[src/rtl/pwc_pkg.sv]
package pwc_pkg;

  // Capture request raised one cycle after a synchronized input edge.
  typedef struct packed {
    logic fire;    // an edge was seen
    logic rising;  // new level is high: the low phase just ended
  } cap_req_t;

endpackage

[src/rtl/pwc_rst_sync.sv]
module pwc_rst_sync (
  input  logic clk_i,
  input  logic rst_ni,
  output logic rst_no
);

  logic [1:0] rs_q;

  always_ff @(posedge clk_i or negedge rst_ni) begin
    if (!rst_ni) rs_q <= 2'b00;
    else         rs_q <= {rs_q[0], 1'b1};
  end

  assign rst_no = rs_q[1];

endmodule

[src/rtl/pwc_in_sync.sv]
module pwc_in_sync #(
  parameter int unsigned STAGES = 2
) (
  input  logic clk_i,
  input  logic rst_ni,
  input  logic async_i,
  output logic level_o,
  output logic edge_o
);

  localparam int unsigned N = (STAGES < 2) ? 2 : STAGES;

  logic [N-1:0] chain_q, chain_d;
  logic         last_q, last_d;

  always_comb begin
    chain_d = {chain_q[N-2:0], async_i};
    last_d  = chain_q[N-1];
  end

  always_ff @(posedge clk_i or negedge rst_ni) begin
    if (!rst_ni) begin
      chain_q <= '0;
      last_q  <= 1'b0;
    end else begin
      chain_q <= chain_d;
      last_q  <= last_d;
    end
  end

  assign level_o = chain_q[N-1];
  assign edge_o  = chain_q[N-1] ^ last_q;

endmodule

[src/rtl/pwc_tick.sv]
module pwc_tick #(
  parameter int unsigned DIV = 200
) (
  input  logic clk_i,
  input  logic rst_ni,
  output logic tick_o
);

  generate
    if (DIV <= 1) begin : g_every
      logic on_q;
      always_ff @(posedge clk_i or negedge rst_ni) begin
        if (!rst_ni) on_q <= 1'b0;
        else         on_q <= 1'b1;
      end
      assign tick_o = on_q;
    end else begin : g_div
      localparam int unsigned PW = $clog2(DIV);
      localparam logic [PW-1:0] LAST = PW'(DIV - 1);
      logic [PW-1:0] pre_q, pre_d;

      always_comb begin
        if (pre_q == LAST) pre_d = '0;
        else               pre_d = pre_q + 1'b1;
      end

      always_ff @(posedge clk_i or negedge rst_ni) begin
        if (!rst_ni) pre_q <= '0;
        else         pre_q <= pre_d;
      end

      assign tick_o = (pre_q == LAST);
    end
  endgenerate

endmodule

[src/rtl/pwc_counter.sv]
module pwc_counter #(
  parameter int unsigned W = 16
) (
  input  logic         clk_i,
  input  logic         rst_ni,
  input  logic         tick_i,
  input  logic         clr_i,
  output logic [W-1:0] cnt_o,
  output logic         msb_o
);

  logic [W-1:0] cnt_q, cnt_d;
  logic         full;

  assign full = &cnt_q;

  always_comb begin
    cnt_d = cnt_q;
    if (clr_i)               cnt_d = '0;
    else if (tick_i && !full) cnt_d = cnt_q + 1'b1;
  end

  always_ff @(posedge clk_i or negedge rst_ni) begin
    if (!rst_ni) cnt_q <= '0;
    else         cnt_q <= cnt_d;
  end

  assign cnt_o = cnt_q;
  assign msb_o = cnt_q[W-1];

endmodule

[src/rtl/pwc_phase_regs.sv]
module pwc_phase_regs
  import pwc_pkg::*;
#(
  parameter int unsigned W = 16
) (
  input  logic         clk_i,
  input  logic         rst_ni,
  input  cap_req_t     cap_i,
  input  logic [W-1:0] cnt_i,
  input  logic         msb_i,
  input  logic         clr_i,
  output logic [W-1:0] hi_o,
  output logic [W-1:0] lo_o,
  output logic         hi_vld_o,
  output logic         lo_vld_o,
  output logic         stb_o,
  output logic         err_o
);

  logic [W-1:0] hi_q, hi_d, lo_q, lo_d;
  logic         hv_q, hv_d, lv_q, lv_d;
  logic         stb_q, stb_d, err_q, err_d;

  always_comb begin
    hi_d  = hi_q;
    lo_d  = lo_q;
    hv_d  = hv_q;
    lv_d  = lv_q;
    stb_d = 1'b0;
    err_d = err_q;
    if (cap_i.fire) begin
      if (cap_i.rising) begin
        lo_d  = cnt_i;
        lv_d  = 1'b1;
        stb_d = 1'b1;
      end else begin
        hi_d = cnt_i;
        hv_d = 1'b1;
      end
      err_d = 1'b0;
    end else if (msb_i && !clr_i) begin
      err_d = 1'b1;
    end
  end

  always_ff @(posedge clk_i or negedge rst_ni) begin
    if (!rst_ni) begin
      hi_q  <= '0;
      lo_q  <= '0;
      hv_q  <= 1'b0;
      lv_q  <= 1'b0;
      stb_q <= 1'b0;
      err_q <= 1'b0;
    end else begin
      hi_q  <= hi_d;
      lo_q  <= lo_d;
      hv_q  <= hv_d;
      lv_q  <= lv_d;
      stb_q <= stb_d;
      err_q <= err_d;
    end
  end

  assign hi_o     = hi_q;
  assign lo_o     = lo_q;
  assign hi_vld_o = hv_q;
  assign lo_vld_o = lv_q;
  assign stb_o    = stb_q;
  assign err_o    = err_q;

endmodule

[src/rtl/duty_capture.sv]
module duty_capture
  import pwc_pkg::*;
#(
  parameter int unsigned CNT_W       = 16,
  parameter int unsigned TICK_DIV    = 200,
  parameter int unsigned SYNC_STAGES = 2
) (
  input  logic             clk_i,
  input  logic             rst_ni,
  input  logic             sens_i,
  output logic [CNT_W-1:0] hi_time_o,
  output logic [CNT_W-1:0] lo_time_o,
  output logic             hi_valid_o,
  output logic             lo_valid_o,
  output logic             period_o,
  output logic             fault_o
);

  logic             rst_n_int;
  logic             level, edge_seen, tick;
  logic [CNT_W-1:0] cnt;
  logic             cnt_msb;
  cap_req_t         cap_q, cap_d;
  logic             clr_q, clr_d;

  pwc_rst_sync i_rst (
    .clk_i  (clk_i),
    .rst_ni (rst_ni),
    .rst_no (rst_n_int)
  );

  pwc_in_sync #(.STAGES(SYNC_STAGES)) i_sync (
    .clk_i   (clk_i),
    .rst_ni  (rst_n_int),
    .async_i (sens_i),
    .level_o (level),
    .edge_o  (edge_seen)
  );

  pwc_tick #(.DIV(TICK_DIV)) i_tick (
    .clk_i  (clk_i),
    .rst_ni (rst_n_int),
    .tick_o (tick)
  );

  pwc_counter #(.W(CNT_W)) i_cnt (
    .clk_i  (clk_i),
    .rst_ni (rst_n_int),
    .tick_i (tick),
    .clr_i  (clr_q),
    .cnt_o  (cnt),
    .msb_o  (cnt_msb)
  );

  // Edge -> capture (next cycle) -> clear (cycle after)
  always_comb begin
    cap_d.fire   = edge_seen;
    cap_d.rising = level;
    clr_d        = cap_q.fire;
  end

  always_ff @(posedge clk_i or negedge rst_n_int) begin
    if (!rst_n_int) begin
      cap_q <= '0;
      clr_q <= 1'b0;
    end else begin
      cap_q <= cap_d;
      clr_q <= clr_d;
    end
  end

  pwc_phase_regs #(.W(CNT_W)) i_regs (
    .clk_i    (clk_i),
    .rst_ni   (rst_n_int),
    .cap_i    (cap_q),
    .cnt_i    (cnt),
    .msb_i    (cnt_msb),
    .clr_i    (clr_q),
    .hi_o     (hi_time_o),
    .lo_o     (lo_time_o),
    .hi_vld_o (hi_valid_o),
    .lo_vld_o (lo_valid_o),
    .stb_o    (period_o),
    .err_o    (fault_o)
  );

endmodule

[config.mk]
export PLATFORM = sky130hd
export DESIGN_NAME = duty_capture
export DESIGN_NICKNAME = d
export VERILOG_FILES = /design/src/rtl/pwc_pkg.sv /design/src/rtl/pwc_rst_sync.sv /design/src/rtl/pwc_in_sync.sv /design/src/rtl/pwc_tick.sv /design/src/rtl/pwc_counter.sv /design/src/rtl/pwc_phase_regs.sv /design/src/rtl/duty_capture.sv
export SDC_FILE = /design/constraint.sdc
export NUM_CORES = 1
export LEC_CHECK = 0
export CAP_MARGIN = 20
export CORE_MARGIN = 4
export CORE_UTILIZATION = 50
export DETAILED_ROUTE_END_ITERATION = 10
export DONT_BUFFER_PORTS = 1
export PLACE_DENSITY = 0.75
export REMOVE_ABC_BUFFERS = 1
export SYNTH_ARGS = -nofsm -noshare
export SYNTH_HDL_FRONTEND = slang
export SYNTH_SLANG_ARGS = --single-unit
export TNS_END_PERCENT = 5
[constraint.sdc]
create_clock -name clk_i -period 2.3 [get_ports clk_i]
set_input_delay 0.46 -clock clk_i [delete_from_list [all_inputs] [get_ports clk_i]]
set_output_delay 0.46 -clock clk_i [all_outputs]
set_load 0.03 [all_outputs]
Word level (Yosys, flattened, before mapping):

Index checks and enable logic that the tools add are counted.

* latch bits: 0
* output and inout bits: 36
* RAM bits: 0
* word-level logic and storage cells: 34
* ROM bits: 0
* input port bits: 3
* bits in registers: 67
* memories kept: 0

* reduce and logical (&&, ||, !) cells: 9
* multiply operators: 0
* eq/ne operators: 1
* bitwise logic cells: 2
* order comparisons: 0
* add/sub/neg operators: 2
* divide/modulo/power cells: 0
* shift-type cells: 0
* mux-type cells: 7

Operator list (number)
* $mux W16: 2
* $add A16 B1 Y16 const B: 1
* $reduce_and A16 Y1: 1
* $add A8 B1 Y8 const B: 1
* $eq A8 B8 Y1 const B: 1
* $mux W8: 1
* $mux W1: 4
* $reduce_and A2 Y1: 2
* $reduce_bool A2 Y1: 2
* $logic_and A1 B1 Y1: 2
* $logic_not A1 Y1: 2
* $not A1 Y1: 1
* $xor A1 B1 Y1: 1

Depth between registers and ports, before layout:

* word-level depth: 5
* depth in mapped cells: 7
* depth with buffers taken out: 5

Hierarchy:

A second synthesis with hierarchy kept.

* cells, all modules: 218
* area total of the unflattened synthesis: 2916.5 sq um

By module, submodules not included
* pwc_phase_regs: area each 1386.3 sq um, instances 1, seq. area each 900.9 sq um, cells an instance 79
* pwc_counter: area each 927.1 sq um, instances 1, seq. area each 400.4 sq um, cells an instance 96
* pwc_tick: area each 390.4 sq um, instances 1, seq. area each 200.2 sq um, cells an instance 33
* pwc_in_sync: area each 83.8 sq um, instances 1, seq. area each 75.1 sq um, cells an instance 4
* duty_capture: area each 75.1 sq um, instances 1, seq. area each 75.1 sq um, cells an instance 3
* pwc_rst_sync: area each 53.8 sq um, instances 1, seq. area each 50.0 sq um, cells an instance 3

Worst setup path after synthesis:

OpenSTA, ideal clock, no wires.

* path type: reg2reg
* start point: reg i_tick.g_div.pre_q[0]
* end point: reg i_cnt.cnt_q[15] (netlist: i_cnt.cnt_o[15])
* period minus slack after synthesis: 1792 ps
* arrival: 1668 ps
* stages on the path, launching flop included: 7
* required time: 2175 ps
* path slack: 508 ps
* library setup time: 125 ps
* path through: dfrtp_1 -> ha_1 -> and4b_2 -> nand2_2 -> buf_6 -> nor4_1 -> mux2_2

* longest elaborated chain between the ends: 3

RTL lines
* start: declaration: RTL line pwc_tick.sv:20 `logic [PW-1:0] pre_q, pre_d;`
* start signal: assignment: RTL line pwc_tick.sv:29 `else pre_q <= pre_d;`
* $eq A8 B8 Y1: RTL line pwc_tick.sv:32 `assign tick_o = (pre_q == LAST);`
* $logic_and A1 B1 Y1: RTL line pwc_counter.sv:20 `else if (tick_i && !full) cnt_d = cnt_q + 1'b1;`
* $reduce_bool A2 Y1 (no line)
* end signal: assignment: RTL line pwc_counter.sv:25 `else cnt_q <= cnt_d;`
* end: declaration: RTL line pwc_counter.sv:12 `logic [W-1:0] cnt_q, cnt_d;`

No other way between the ends.
A chain may end at the register's enable or synchronous reset.

Worst setup path in the final report:

* start point: reg i_tick.g_div.pre_q[0]
* end point: reg i_cnt.cnt_q[6] (netlist: i_cnt.cnt_o[6])

Same word-level chain as after synthesis.

==> reports/results.ini <==
[grt]
grt_use_total_pct = 15.7
grt_pass1_wl_um = 8680
grt_max_degree = 37
antenna_found_initial = 0
grt-ovfl-total = 0
grt_pass1_vias = 1787

[route]
ant_nets = 0
routedWlPerCell_um = 16.1
drt_wl_total_um = 4930
vias_per_cell = 5.72
vias = 1751
drc = 0
drtIter0Drc = 75
firstDrtPassIters = 4

[final_layout]
fin_util_pct = 56.3
final_common_cell = dfrtp_1
final_area_mm2 = 0.00310
fin_nets = 234
drive_gt1_share_pct = 27.8
seq_area_mm2 = 0.00168
multi_input_comb_area_mm2 = 0.00109
layout_common_cells = dfrtp_1, mux2_2, a21oi_1
area_growth_pct = 9.59
fillers = 465
n_antenna_cell = 0

[timing]
hold_viol = 0
rsz0062_at_grt = false
fin_crit_sh_pct = 86.5
worst_pin_slew_ns = 0.711
slew_headroom_pct = 52.6
worst_hold_slack_ns = 0.151
skew_ns = 0.00374
fin_crit_ns = 1.99
setup_viol = 0
finalSetupTns_ns = 0
fmax_mhz = 503
maxSlewViolCount = 0

[worst_setup_path]
cpMaxStageDelayCell = dfrtp_1
worstPathRequired_ns = 2.52
cp-end-kind = register
cpPeakStageDelay_ns = 0.37
arrival_ns = 2.21
path_cells = ha_1, and4b_2, nand2_2, nor4_1, mux2_2
crit_buf_inv = 0
cp_top_family = simple AND/OR/NAND/NOR gates
critical_path.max_fanout = 20
r2r_slack_ns = 0.31
start_kind = register
timing.rr.end = i_cnt.cnt_o[6]$_DFFE_PN0P_
path_class = reg -> reg
rr_worst_depth = 5
r2r_start = i_tick.g_div.pre_q[0]$_DFF_PN0_

[synth]
avgSynthCellArea_um2 = 12.7
synth_cell_types = 36
synth_area_leaders = dfrtp_1, mux2_2, a21oi_1
synth_top_area_share_pct = 59.2
synth_area_mm2 = 0.00283
synth_top_cell_by_area = dfrtp_1
ys.warnings.count = 0
syn_inst = 222
ys_ff_latch = 67
ys_seq_area_share_pct = 59.2

[place]
io_buffer_count = 0
dp_hpwl_um = 3360
post_dp_cell_area_mm2 = 0.00292
gp_congestion = 0.776

[floorplanning]
io_pins = 39
core_mm2 = 0.00551
dieArea_mm2 = 0.00693
die_h_um = 83.2
start_util_pct = 51.4
die_w_um = 83.2
rows = 27

[clock_tree]
clkTransAtPathRegs_ns = 0.06
postCtsSetupBuffers = 0
htreeDepth = 3
clock_latency_ns = 0.34
clock_sinks = 67
numCtsBuffers = 9
cts-root-buf = clkbuf_8
cts.path.max_buffers = 2
cts_tree = done

[pwr]
power.switching_w = 0.000467
clkPwrFrac_pct = 40.1
p_leak_nw = 1.45
p_int_w = 0.00166
peakVddDrop_mv = 0.399
p_sw_share_pct = 22.0
p_per_area_mw_per_mm2 = 685
power_w = 0.00213
pwr-share-comb_pct = 2.7
seqPwrFrac_pct = 57.2

[worst_hold_path]
holdCritPathClass = in -> reg
whs_path_depth = 0
min_to = i_sync.chain_q[0]$_DFF_PN0_
hp-start = sens_i

[run]
maxCapViolations = 0

[status]
status = complete, no violations

-- synthesized netlist by cell type --
| cell type | count |
|---|---|
| a21oi_1 | 14 |
| a22o_1 | 1 |
| and2_1 | 2 |
| and3_1 | 1 |
| and4_1 | 2 |
| and4b_2 | 1 |
| buf_2 | 3 |
| buf_4 | 1 |
| buf_6 | 1 |
| clkbuf_1 | 5 |
| conb_1 | 1 |
| dfrtp_1 | 67 |
| ha_1 | 2 |
| inv_1 | 3 |
| mux2_2 | 38 |
| mux2i_1 | 1 |
| nand2_1 | 9 |
| nand2_2 | 1 |
| nand2b_1 | 3 |
| nand3_1 | 5 |
| nand4_1 | 6 |
| nand4_2 | 1 |
| nand4b_1 | 1 |
| nor2_1 | 10 |
| nor2b_1 | 6 |
| nor3b_4 | 1 |
| nor4_1 | 5 |
| nor4_2 | 1 |
| o21ai_0 | 5 |
| o31ai_1 | 8 |
| or2_2 | 2 |
| or3_1 | 1 |
| or3b_2 | 1 |
| or4_1 | 8 |
| xnor2_1 | 1 |
| xor2_1 | 4 |
-- layer usage --
metal / vias up / part of all wire (%) / GRT usage, %
met4: 0 / 1.4 / 6.84
met1: 878 / 47 / 20.5
met2: 38 / 45 / 23.4
met3: 9 / 6.3 / 6.05
li1: 826 / - / -
met5: - / 0 / 0
-- what timing repair did --
action / 4_1_cts / 5_1_grt
hold buffers: 1 / 0
endpoints found under the hold margin: 2 / 0
gates resized for setup: 0 / 0
-- power by group through the flow --
stage,clock [W],sequential [W],combinational (W)
after floorplan,0,0.00124,0.0000295
after global placement,0,0.00124,0.0000569
after detailed placement,0,0.00124,0.0000585
after CTS,0.000874,0.00122,0.0000601
after global routing,0.000935,0.00122,0.0000647
final,0.000851,0.00122,0.0000582
-- metrics by stage --
stage | setup WS [ns] | instances
after floorplan | 0.133 | 212
after global placement | 0.386 | 289
after detailed placement | 0.333 | 289
after CTS | 0.326 | 306
after global routing | 0.125 | 306
final | 0.311 | 306
-- state kept, by name (all words and copies together) (netlist names) --
signal              flops
i_regs.stb_o            1
i_regs.hi_vld_o         1
clr_d                   1
i_cnt.cnt_o            16
i_regs.lo_vld_o         1
i_regs.lo_o            16
i_tick.g_div.pre_q      8
i_regs.err_o            1
i_sync.chain_q          2
i_regs.hi_o            16
cap_q                   1
clr_q                   1
i_rst.rs_q              2
-- worst max path at each step --
stage / from / slack [ns] / cells past startpoint / endpoint
after floorplan: i_cnt.cnt_o[0]$_DFFE_PN0P_ / 0.13 / 5 / i_cnt.cnt_o[15]$_DFFE_PN0P_
after global placement: i_tick.g_div.pre_q[0]$_DFF_PN0_ / 0.39 / 5 / i_cnt.cnt_o[10]$_DFFE_PN0P_
after detailed placement: i_tick.g_div.pre_q[0]$_DFF_PN0_ / 0.33 / 5 / i_cnt.cnt_o[14]$_DFFE_PN0P_
after CTS: i_tick.g_div.pre_q[0]$_DFF_PN0_ / 0.33 / 5 / i_cnt.cnt_o[14]$_DFFE_PN0P_
after global routing: i_tick.g_div.pre_q[0]$_DFF_PN0_ / 0.12 / 5 / i_cnt.cnt_o[14]$_DFFE_PN0P_
final: i_tick.g_div.pre_q[0]$_DFF_PN0_ / 0.31 / 5 / i_cnt.cnt_o[6]$_DFFE_PN0P_
-- logic make-up (layout without fill, tap and decap cells) --
logic type	after synthesis	in the layout	share of synthesized area [%]
simple gates	67	67	14.7
compound gates	28	28	5.79
fa+ha+maj	2	2	0.884
xor+xnor	5	5	1.55
flops	67	67	59.2
buf+inv	13	25	2.25
mux	39	39	15.5
other cells	1	1	0.132
-- area by class of cell --
type / count / area share, %
Sequential cell: 67 / 54.1
Multi-Input combinational cell: 142 / 35.1
Clock buffer: 14 / 5.24
Tap cell: 72 / 2.90
Timing Repair Buffer: 6 / 1.94
Inverter: 3 / 0.363
Clock inverter: 2 / 0.323
Power figures use the tool's default switching activity.
